$ cat config.mk
export PLATFORM = sky130hd
export DESIGN_NAME = msi_devid_bridge
export DESIGN_NICKNAME = d
export VERILOG_FILES = /design/src/rtl/msi_bridge_pkg.sv /design/src/rtl/msi_win_decode.sv /design/src/rtl/msi_out_stage.sv /design/src/rtl/msi_devid_bridge.sv
export SDC_FILE = /design/constraint.sdc
export NUM_CORES = 1
export LEC_CHECK = 0
export BUFFER_PORTS_ARGS = -buffer_cell sky130_fd_sc_hd__buf_2
export CAP_MARGIN = 20
export CORE_MARGIN = 3
export CORE_UTILIZATION = 30
export DETAILED_ROUTE_END_ITERATION = 7
export PLACE_DENSITY_LB_ADDON = 0.3
export RECOVER_POWER = 25
export SYNTH_ARGS = -nofsm -noshare
export SYNTH_HDL_FRONTEND = slang
export SYNTH_HIERARCHICAL = 1
export SYNTH_SLANG_ARGS = --single-unit
$ cat constraint.sdc
create_clock -name clk -period 10.9 [get_ports clk]
set_input_delay 2.18 -clock clk [delete_from_list [all_inputs] [get_ports clk]]
set_output_delay 2.18 -clock clk [all_outputs]
set_load 0.02 [all_outputs]
$ cat src/rtl/msi_bridge_pkg.sv
package msi_bridge_pkg;

    typedef enum logic [1:0] {
        SZ_BYTE  = 2'd0,
        SZ_HALF  = 2'd1,
        SZ_WORD  = 2'd2,
        SZ_DWORD = 2'd3
    } req_size_e;

    typedef enum logic [1:0] {
        HIT_NONE     = 2'd0,
        HIT_DOORBELL = 2'd1,
        HIT_WINDOW   = 2'd2,
        HIT_BADFMT   = 2'd3
    } hit_kind_e;

endpackage

$ cat src/rtl/msi_win_decode.sv
module msi_win_decode
    import msi_bridge_pkg::*;
#(
    parameter int ADDR_W       = 32,
    parameter int ID_W         = 8,
    parameter int MAX_WIN_BITS = 16,
    parameter int WB_W         = $clog2(MAX_WIN_BITS + 1)
) (
    input  logic [ADDR_W-1:0] addr,
    input  logic [1:0]        size,
    input  logic [ADDR_W-1:0] cfg_win_base,
    input  logic [WB_W-1:0]   cfg_win_bits,
    input  logic [ADDR_W-1:0] cfg_db_addr,
    output hit_kind_e         kind,
    output logic [ID_W-1:0]   devid,
    output logic [WB_W-1:0]   eff_bits
);

    localparam int              LIM   = (ID_W < MAX_WIN_BITS) ? ID_W : MAX_WIN_BITS;
    localparam logic [WB_W-1:0] LIM_W = WB_W'(LIM);

    logic [ADDR_W-1:0] offset;
    logic [ADDR_W-1:0] span_mask;
    logic              in_window;
    logic              fmt_ok;
    logic [ID_W-1:0]   slot_id;

    // effective exponent: narrowest of request, translator width, hardware limit
    always_comb begin
        eff_bits = (cfg_win_bits > LIM_W) ? LIM_W : cfg_win_bits;
    end

    always_comb begin
        offset = addr - cfg_win_base;
        for (int i = 0; i < ADDR_W; i++) begin
            span_mask[i] = (i < int'(eff_bits) + 2);
        end
        in_window = ((offset & ~span_mask) == '0);
        for (int i = 0; i < ID_W; i++) begin
            slot_id[i] = offset[i+2] && (i < int'(eff_bits));
        end
        fmt_ok = (size == SZ_WORD) && (addr[1:0] == 2'b00);
    end

    // doorbell match is checked first so it wins over an overlapping window
    always_comb begin
        kind  = HIT_NONE;
        devid = '0;
        if (addr == cfg_db_addr) begin
            kind = fmt_ok ? HIT_DOORBELL : HIT_BADFMT;
        end else if (in_window) begin
            kind  = fmt_ok ? HIT_WINDOW : HIT_BADFMT;
            devid = slot_id;
        end
    end

endmodule

$ cat src/rtl/msi_out_stage.sv
module msi_out_stage #(
    parameter int DATA_W = 32,
    parameter int ID_W   = 8
) (
    input  logic              clk,
    input  logic              rst_n,
    input  logic              load,
    input  logic              drop,
    input  logic [DATA_W-1:0] in_data,
    input  logic [ID_W-1:0]   in_devid,
    input  logic              out_ready,
    output logic              can_accept,
    output logic              out_valid,
    output logic [DATA_W-1:0] out_data,
    output logic [ID_W-1:0]   out_devid,
    output logic              err
);

    typedef struct packed {
        logic              valid;
        logic              err;
        logic [DATA_W-1:0] data;
        logic [ID_W-1:0]   devid;
    } slot_t;

    slot_t slot_d, slot_q;

    assign can_accept = !slot_q.valid || out_ready;

    always_comb begin
        slot_d     = slot_q;
        slot_d.err = drop;
        if (slot_q.valid && out_ready) begin
            slot_d.valid = 1'b0;
        end
        if (load) begin
            slot_d.valid = 1'b1;
            slot_d.data  = in_data;
            slot_d.devid = in_devid;
        end
    end

    always_ff @(posedge clk) begin
        if (!rst_n) begin
            slot_q <= '0;
        end else begin
            slot_q <= slot_d;
        end
    end

    assign out_valid = slot_q.valid;
    assign out_data  = slot_q.data;
    assign out_devid = slot_q.devid;
    assign err       = slot_q.err;

    p_hold_r8: assert property (@(posedge clk) disable iff (!rst_n)
        out_valid && !out_ready |=> out_valid && $stable(out_data) && $stable(out_devid))
        else $error("p_hold_r8: stalled doorbell write changed");

endmodule

$ cat src/rtl/msi_devid_bridge.sv
module msi_devid_bridge
    import msi_bridge_pkg::*;
#(
    parameter int ADDR_W       = 32,
    parameter int DATA_W       = 32,
    parameter int ID_W         = 8,
    parameter int MAX_WIN_BITS = 16,
    parameter int WB_W         = $clog2(MAX_WIN_BITS + 1)
) (
    input  logic              clk,
    input  logic              rst_n,
    input  logic [ADDR_W-1:0] cfg_win_base,
    input  logic [WB_W-1:0]   cfg_win_bits,
    input  logic [ADDR_W-1:0] cfg_db_addr,
    input  logic              req_valid,
    output logic              req_ready,
    input  logic [ADDR_W-1:0] req_addr,
    input  logic [DATA_W-1:0] req_data,
    input  logic [1:0]        req_size,
    output logic              req_err,
    output logic              db_valid,
    input  logic              db_ready,
    output logic [DATA_W-1:0] db_data,
    output logic [ID_W-1:0]   db_devid
);

    hit_kind_e         kind;
    logic [ID_W-1:0]   dec_devid;
    logic [WB_W-1:0]   eff_bits;
    logic              accept;
    logic              fwd;
    logic              drop;

    msi_win_decode #(
        .ADDR_W       (ADDR_W),
        .ID_W         (ID_W),
        .MAX_WIN_BITS (MAX_WIN_BITS),
        .WB_W         (WB_W)
    ) i_decode (
        .addr         (req_addr),
        .size         (req_size),
        .cfg_win_base (cfg_win_base),
        .cfg_win_bits (cfg_win_bits),
        .cfg_db_addr  (cfg_db_addr),
        .kind         (kind),
        .devid        (dec_devid),
        .eff_bits     (eff_bits)
    );

    assign accept = req_valid && req_ready;
    assign fwd    = accept && ((kind == HIT_DOORBELL) || (kind == HIT_WINDOW));
    assign drop   = accept && ((kind == HIT_NONE) || (kind == HIT_BADFMT));

    msi_out_stage #(
        .DATA_W (DATA_W),
        .ID_W   (ID_W)
    ) i_out (
        .clk        (clk),
        .rst_n      (rst_n),
        .load       (fwd),
        .drop       (drop),
        .in_data    (req_data),
        .in_devid   (dec_devid),
        .out_ready  (db_ready),
        .can_accept (req_ready),
        .out_valid  (db_valid),
        .out_data   (db_data),
        .out_devid  (db_devid),
        .err        (req_err)
    );

    p_data_r3: assert property (@(posedge clk) disable iff (!rst_n)
        fwd |=> db_valid && db_data == $past(req_data))
        else $error("p_data_r3: forwarded data differs");

    p_db_zero_r4: assert property (@(posedge clk) disable iff (!rst_n)
        accept && req_addr == cfg_db_addr |=> req_err || db_devid == '0)
        else $error("p_db_zero_r4: direct doorbell write with nonzero ID");

    p_drop_r7: assert property (@(posedge clk) disable iff (!rst_n)
        accept && kind == HIT_NONE |=> req_err)
        else $error("p_drop_r7: miss not flagged");

    p_err_cause_r10: assert property (@(posedge clk) disable iff (!rst_n)
        !accept |=> !req_err)
        else $error("p_err_cause_r10: error without accepted write");

    p_range_r2: assert property (@(posedge clk) disable iff (!rst_n)
        fwd |-> (dec_devid >> eff_bits) == '0)
        else $error("p_range_r2: device ID wider than window");

endmodule

=== Word level (Yosys, flattened, before mapping) ===
Cells that the tools add are included.

* Register bits: 42
* Input bits: 139
* Output and inout bits: 43
* Word-level logic and storage cells: 84

* $add $sub $neg: 2
* $lt $le $gt $ge: 41
* Equality and inequality tests: 5
* Muxes and demuxes: 9
* Bitwise operators: 2
* Reductions and logical operators: 21

{| class="wikitable"
|+ Operator list
! cell !! number
|-
| 6-bit by 32-bit < comparator with 1-bit output (first input constant) || 16
|-
| 5-bit by 32-bit < comparator with 1-bit output (first input constant) || 8
|-
| 4-bit by 32-bit < comparator with 1-bit output (first input constant) || 4
|-
| 3-bit by 32-bit < comparator with 1-bit output (first input constant) || 2
|-
| 32-bit bitwise AND || 1
|-
| 32-bit equality test || 1
|-
| 32-bit zero test || 1
|-
| 1-bit by 32-bit < comparator with 1-bit output (first input constant) || 1
|-
| 2-bit by 32-bit < comparator with 1-bit output (first input constant) || 1
|-
| 32-bit inverter || 1
|-
| 32-bit subtractor || 1
|-
| 3-bit by 5-bit < comparator with 1-bit output (first input constant) || 4
|-
| 8-bit 2-to-1 mux || 2
|-
| 1-bit logical AND || 13
|-
| 1-bit by 5-bit < comparator with 1-bit output (first input constant) || 2
|-
| 2-bit by 5-bit < comparator with 1-bit output (first input constant) || 2
|-
| 5-bit by 2-bit adder with 6-bit output (second input constant) || 1
|-
| 2-bit equality test (second input constant) || 3
|-
| 2-bit 2-to-1 mux || 3
|-
| 5-bit by 4-bit > comparator with 1-bit output (second input constant) || 1
|-
| 5-bit 2-to-1 mux || 1
|-
| 2-bit zero test || 2
|-
| 1-bit logical OR || 3
|-
| 1-bit 2-to-1 mux || 3
|-
| other kinds (3) || 3
|}

=== Longest topological paths before layout ===
* Depth after elaboration: 13
* Gate-level depth with buffers: 22
* Gate-level depth less buffers: 19

=== Cells and area by module ===
Netlist, hierarchy kept.

{| class="wikitable"
|+ By module, submodules not included
! module !! times used !! cells each !! area an instance (µm²) !! seq. area each (µm²)
|-
| msi_win_decode || 1 || 409 || 2737.6 || 0.0
|-
| msi_out_stage || 1 || 135 || 1621.6 || 840.8
|-
| msi_devid_bridge || 1 || 4 || 22.5 || 0.0
|}

=== Worst setup path after synthesis ===
No wires, ideal clock.

* Path kind: input to register
* Start point: input port cfg_win_bits[4]
* End point: register i_out.slot_q, in the netlist i_out/out_data[0]
* Library setup time: 116 ps
* Arrival time: 5834 ps
* Data required time: 10784 ps
* Path slack: 4950 ps
* Cell stages on the path: 22
* Buffers on the path: 3
* Cell sequence: or2_2 -> clkbuf_2 -> inv_1 -> nand2_1 -> inv_2 -> ha_1 -> inv_1 -> ha_1 -> a21oi_1 -> nand2_1 -> or4b_4 -> nor4_2 -> nand4_1 -> nor4_4 -> nand4_4 -> o21ai_0 -> xnor2_1 -> nor2_1 -> buf_6 -> buf_12 -> mux2i_1 -> nor2b_1

* Cells in the longest elaborated chain, start to end: 12
* Elaborated cells on any way between the ends: 44
* Classes of those cells: add/sub: 1; order compare: 33; eq/ne: 2; mux: 3; bitwise: 2; reduce/logical: 3

{| class="wikitable"
|+ RTL lines
! what !! RTL line !! source
|-
| start, declared || msi_devid_bridge.sv:13 || <nowiki>input logic [WB_W-1:0] cfg_win_bits,</nowiki>
|-
| 5-bit by 4-bit > comparator with 1-bit output (*) || msi_win_decode.sv:30 || <nowiki>eff_bits = (cfg_win_bits > LIM_W) ? LIM_W : cfg_win_bits;</nowiki>
|-
| 5-bit 2-to-1 mux (*) || msi_win_decode.sv:30 ||
|-
| net eff_bits[3] || msi_devid_bridge.sv:29 || <nowiki>logic [WB_W-1:0] eff_bits;</nowiki>
|-
| 5-bit by 2-bit adder with 6-bit output (*) || msi_win_decode.sv:36 || <nowiki>span_mask[i] = (i < int'(eff_bits) + 2);</nowiki>
|-
| 1-bit by 32-bit < comparator with 1-bit output, or another cell as far along || msi_win_decode.sv:36 ||
|-
| 32-bit inverter (*) || msi_win_decode.sv:38 || <nowiki>in_window = ((offset & ~span_mask) == '0);</nowiki>
|-
| 32-bit bitwise AND (*) || msi_win_decode.sv:38 ||
|-
| 32-bit zero test (*) || msi_win_decode.sv:38 ||
|-
| 2-bit 2-to-1 mux (*) || msi_win_decode.sv:51 || <nowiki>end else if (in_window) begin</nowiki>
|-
| 2-bit 2-to-1 mux (*) || msi_win_decode.sv:49 || <nowiki>if (addr == cfg_db_addr) begin</nowiki>
|-
| net kind[1] || msi_devid_bridge.sv:27 || <nowiki>hit_kind_e kind;</nowiki>
|-
| 2-bit by 1-bit equality test with 1-bit output / 2-bit equality test (equally long branches) || msi_devid_bridge.sv:51 || <nowiki>assign fwd = accept && ((kind == HIT_DOORBELL) || (kind == HIT_WINDOW));</nowiki>
|-
| 1-bit logical OR (*) || msi_devid_bridge.sv:51 ||
|-
| 1-bit logical AND (*) || msi_devid_bridge.sv:51 ||
|-
| net fwd || msi_devid_bridge.sv:31 || <nowiki>logic fwd;</nowiki>
|-
| end signal, assigned || msi_out_stage.sv:47 || <nowiki>slot_q <= slot_d;</nowiki>
|-
| end, declared || msi_out_stage.sv:26 || <nowiki>slot_t slot_d, slot_q;</nowiki>
|}

Mark *: on every way through the listed nets, which the timed path passes. The rest lies on a longest branch.
A chain may end at the register's enable or synchronous reset.

=== Worst setup path in the final report ===
* Start point: input port req_addr[0]
* End point: register i_out.slot_q, in the netlist i_out/out_data[2]

* Cells in the longest elaborated chain, start to end: 8
* Elaborated cells on any way between the ends: 14
* Classes of those cells: add/sub: 1; eq/ne: 3; mux: 4; bitwise: 1; reduce/logical: 5

{| class="wikitable"
|+ RTL lines
! what !! RTL line !! source
|-
| start, declared || msi_devid_bridge.sv:17 || <nowiki>input logic [ADDR_W-1:0] req_addr,</nowiki>
|-
| 32-bit subtractor || msi_win_decode.sv:34 || <nowiki>offset = addr - cfg_win_base;</nowiki>
|-
| 32-bit bitwise AND || msi_win_decode.sv:38 ||
|-
| 32-bit zero test || msi_win_decode.sv:38 ||
|-
| 2-bit 2-to-1 mux || msi_win_decode.sv:51 ||
|-
| 2-bit 2-to-1 mux (*) || msi_win_decode.sv:49 ||
|-
| net kind[1] || msi_devid_bridge.sv:27 ||
|-
| 2-bit by 1-bit equality test with 1-bit output / 2-bit equality test (equally long branches) || msi_devid_bridge.sv:51 ||
|-
| 1-bit logical OR (*) || msi_devid_bridge.sv:51 ||
|-
| 1-bit logical AND (*) || msi_devid_bridge.sv:51 ||
|-
| net fwd || msi_devid_bridge.sv:31 ||
|}

Marked as above.

==> report_table.html <==
<table>
<tr><th>Metric</th><th>Value</th></tr>
<tr><th colspan="2">CTS</th></tr>
<tr><td>CTS tree</td><td>done</td></tr>
<tr><td>Post-CTS setup buffer count</td><td>0</td></tr>
<tr><td>Inserted Clock Buffers</td><td>5</td></tr>
<tr><td>Maximum level of the CTS H-tree</td><td>2</td></tr>
<tr><td>Number of gates resized after CTS</td><td>0</td></tr>
<tr><td>CTS Hold Buffers Added</td><td>0</td></tr>
<tr><td>Maximum buffer depth of the clock tree</td><td>2</td></tr>
<tr><td>Sink count of the clock tree</td><td>42</td></tr>
<tr><td>Clock latency at the later pin of the worst-skew pair</td><td>0.28 ns</td></tr>
<tr><td>CTS Root Cell</td><td>sky130_fd_sc_hd__clkbuf_16</td></tr>
<tr><td>Clock Pin Slew Worst Setup and Hold Paths</td><td>0.06 ns</td></tr>
<tr><th colspan="2">Floorplan</th></tr>
<tr><td>Row count</td><td>43</td></tr>
<tr><td>Num ports</td><td>~180</td></tr>
<tr><td>Die height</td><td>between 100 and 150 um</td></tr>
<tr><td>Die boundary width</td><td>127 um</td></tr>
<tr><td>Die area</td><td>0.0160 mm2</td></tr>
<tr><td>Area inside the core boundary</td><td>0.0140 mm2</td></tr>
<tr><td>Starting utilization of the core area</td><td>0.311</td></tr>
<tr><th colspan="2">Yosys</th></tr>
<tr><td>Net Count, Synth</td><td>~720</td></tr>
<tr><td>Total of warnings raised by yosys</td><td>6</td></tr>
<tr><td>Number of standard cells after synthesis</td><td>roughly 550</td></tr>
<tr><td>Post-Syn Area</td><td>0.00437 mm2</td></tr>
<tr><td>Mean area per synthesized cell</td><td>8.01 um2</td></tr>
<tr><th colspan="2">Global routing</th></tr>
<tr><td>Vias in the first global route</td><td>~4300</td></tr>
<tr><td>Residual overflow from global routing</td><td>0</td></tr>
<tr><td>Maximum number of pins on one net before global-route repair</td><td>43</td></tr>
<tr><td>Wire length of the first global-routing pass</td><td>21600 um</td></tr>
<tr><td>GRT Total Usage</td><td>0.164</td></tr>
<tr><td>Number of antenna violations at the first check in global routing</td><td>3</td></tr>
<tr><th colspan="2">STA</th></tr>
<tr><td>Transition at the pin with the smallest max-transition slack</td><td>around 0.73 ns</td></tr>
<tr><td>Minimum clock period after layout</td><td>6.56 ns</td></tr>
<tr><td>Final setup skew</td><td>0.00377 ns</td></tr>
<tr><td>Final Hold Viols</td><td>0</td></tr>
<tr><td>Slew Limit Headroom</td><td>0.510</td></tr>
<tr><td>Unrepaired setup endpoints after global routing</td><td>no</td></tr>
<tr><td>F_max</td><td>0.152 GHz</td></tr>
<tr><td>Setup TNS</td><td>0 ns</td></tr>
<tr><td>Period utilization</td><td>0.602</td></tr>
<tr><td>Count of endpoints failing setup in the final report</td><td>0</td></tr>
<tr><td>Final Max Tran Viols</td><td>0</td></tr>
<tr><th colspan="2">Power</th></tr>
<tr><td>Internal Pwr Total</td><td>about 0.34 mW</td></tr>
<tr><td>Reg power frac</td><td>0.304</td></tr>
<tr><td>Power per standard cell area</td><td>between 90 and 100 mW/mm2</td></tr>
<tr><td>Comb power frac</td><td>0.367</td></tr>
<tr><td>Largest voltage drop on the vdd net</td><td>0.0680 mV</td></tr>
<tr><td>Leakage</td><td>2.39 nW</td></tr>
<tr><td>Sw frac</td><td>0.328</td></tr>
<tr><td>Switching power</td><td>0.166 mW</td></tr>
<tr><td>Relative contribution of the clock network to total power</td><td>0.329</td></tr>
<tr><th colspan="2">Placement</th></tr>
<tr><td>DPL Wire Length</td><td>11600 um</td></tr>
<tr><td>Number of port buffers</td><td>181</td></tr>
<tr><td>Final weighted congestion in routability-driven placement</td><td>0.907</td></tr>
<tr><td>Instance area at placement</td><td>0.00533 mm2</td></tr>
<tr><th colspan="2">Critical path</th></tr>
<tr><td>Kind of start point of the critical path</td><td>primary input</td></tr>
<tr><td>Critical path class</td><td>in -&gt; reg</td></tr>
<tr><td>Crit path arrival time</td><td>just under 7 ns</td></tr>
<tr><td>Cell-by-cell listing of the critical path</td><td>buf_2 -&gt; inv_1 -&gt; ha_1 -&gt; inv_1 -&gt; fa_1 -&gt; a21o_1 -&gt; a221oi_2 -&gt; o21ai_1 -&gt; xnor2_1 -&gt; nor3_1 -&gt; nor4_2 -&gt; nand4_1 -&gt; nor4_4 -&gt; nand4_4 -&gt; o21ai_0 -&gt; xnor2_1 -&gt; nor2_4 -&gt; buf_4 -&gt; mux2i_1 -&gt; nor2b_1</td></tr>
<tr><td>Crit path max-delay cell type</td><td>sky130_fd_sc_hd__buf_4</td></tr>
<tr><td>Required @ worst endpoint</td><td>approximately 11 ns</td></tr>
<tr><td>Type of destination of the critical path</td><td>flip-flop</td></tr>
<tr><td>Max Fanout on Critical Path</td><td>41</td></tr>
<tr><td>Worst path max stage delay</td><td>~0.54 ns</td></tr>
<tr><th colspan="2">Finish</th></tr>
<tr><td>Commonest non-fill, non-tap cell in the layout</td><td>sky130_fd_sc_hd__buf_2</td></tr>
<tr><td>Synthesis-to-layout area growth</td><td>25.4%</td></tr>
<tr><td>Top library cells by usage in the layout, fill and taps aside</td><td>sky130_fd_sc_hd__buf_2 (160), sky130_fd_sc_hd__nand2_1 (47), sky130_fd_sc_hd__a21oi_1 (45)</td></tr>
<tr><td>Proportion of layout cells with a drive suffix above 1</td><td>0.260</td></tr>
<tr><td>Final cell utilization of the core</td><td>0.390</td></tr>
<tr><td>Final instance area</td><td>~0.0055 mm2</td></tr>
<tr><td>Nets</td><td>894</td></tr>
<tr><th colspan="2">Outcome</th></tr>
<tr><td>Result of the run</td><td>finished clean</td></tr>
<tr><th colspan="2">Route</th></tr>
<tr><td>Final wirelength</td><td>13700 um</td></tr>
<tr><td>Routed via count divided by cell count</td><td>4.85</td></tr>
<tr><td>Routed wire length on met2</td><td>6160 um</td></tr>
<tr><td>Highest routing layer actually used</td><td>met5</td></tr>
<tr><td>TritonRoute pass-1 iters</td><td>4</td></tr>
<tr><td>Number of antenna-violating nets in the routed design</td><td>0</td></tr>
<tr><td>Total via count in the routed design</td><td>approximately 4400</td></tr>
<tr><td>Detailed router's first-iteration violation count</td><td>232</td></tr>
<tr><td>Post-DR wirelength/cell</td><td>15.3 um</td></tr>
<tr><td>Post-detailed-route DRC marker count</td><td>0</td></tr>
<tr><td>M1 wire length</td><td>between 6000 and 7000 um</td></tr>
<tr><td>Metal3 WL</td><td>1120 um</td></tr>
<tr><th colspan="2">Min path</th></tr>
<tr><td>Type of the tightest min-delay check</td><td>reg -&gt; reg</td></tr>
<tr><th colspan="2">Run</th></tr>
<tr><td>Reported max-cap violation count</td><td>0</td></tr>
</table>
[path summary, 6_finish.rpt]
| kind | start | endpoint | slack [ns] | cells after the start |
|---|---|---|---|---|
| min reg2reg | i_out/out_data[26]$_SDFFE_PN0P_ | i_out/out_data[26]$_SDFFE_PN0P_ | 0.51 | 2 |
| max | req_addr[0] | i_out/out_data[2]$_SDFFE_PN0P_ | 4.34 | 20 |
| max reg2reg | i_out/out_valid$_SDFFE_PN0P_ | i_out/out_data[2]$_SDFFE_PN0P_ | 9.25 | 6 |
| min | i_out/out_data[26]$_SDFFE_PN0P_ | i_out/out_data[26]$_SDFFE_PN0P_ | 0.51 | 2 |
[power groups by stage]
stage          logic, mW  clock network (mW)  registers [mW]
2_1_floorplan      0.126                   0           0.157
3_3_place_gp       0.187                   0           0.157
3_5_place_dp       0.185                   0           0.157
4_1_cts            0.186               0.171           0.154
5_1_grt            0.207               0.177           0.154
6_report           0.186               0.166           0.154
[critical path, delay by kind of cell]
family / cells / cell delay, ns
AO/OA/AOI/OAI: 4 / 0.99
AND/OR/NAND/NOR: 7 / 1.35
adder cells (fa/ha/maj): 2 / 0.54
buffers and inverters: 4 / 0.78
multiplexers: 1 / 0.27
XOR/XNOR: 2 / 0.57
[metal layers]
layer / vias up / track usage
met3: 17 / 0.0413
met2: 154 / 0.273
met1: 1907 / 0.214
li1: 2277 / -
met4: 4 / 0.0385
met5: - / 0
[stage by stage]
stage          worst slack [ns]  instances  hold WS, ns  power, mW
6_report                   4.34        899        0.511      0.506
5_1_grt                    3.95        899        0.544      0.538
4_1_cts                    4.31        898        0.518      0.511
3_5_place_dp               4.03        890        0.501      0.342
3_3_place_gp               4.08        890        0.492      0.344
2_1_floorplan              4.95        545        0.589      0.283
[final cells by class]
class | count | area (um2)
Fill cell | 1558 | 8570
Multi-Input combinational cell | 442 | 3190
Inverter | 44 | 165
Sequential cell | 42 | 841
Antenna cell | 1 | 2.50
Clock buffer | 5 | 125
Tap cell | 180 | 225
Clock inverter | 3 | 40.0
Timing Repair Buffer | 182 | 887
[sequential cells by signal (all words and copies together), names as in the netlist]
register and count:
i_out/out_valid 1, i_out/err 1, i_out/out_devid 8, i_out/out_data 32
Note: power is estimated with default switching activity, not from simulation.
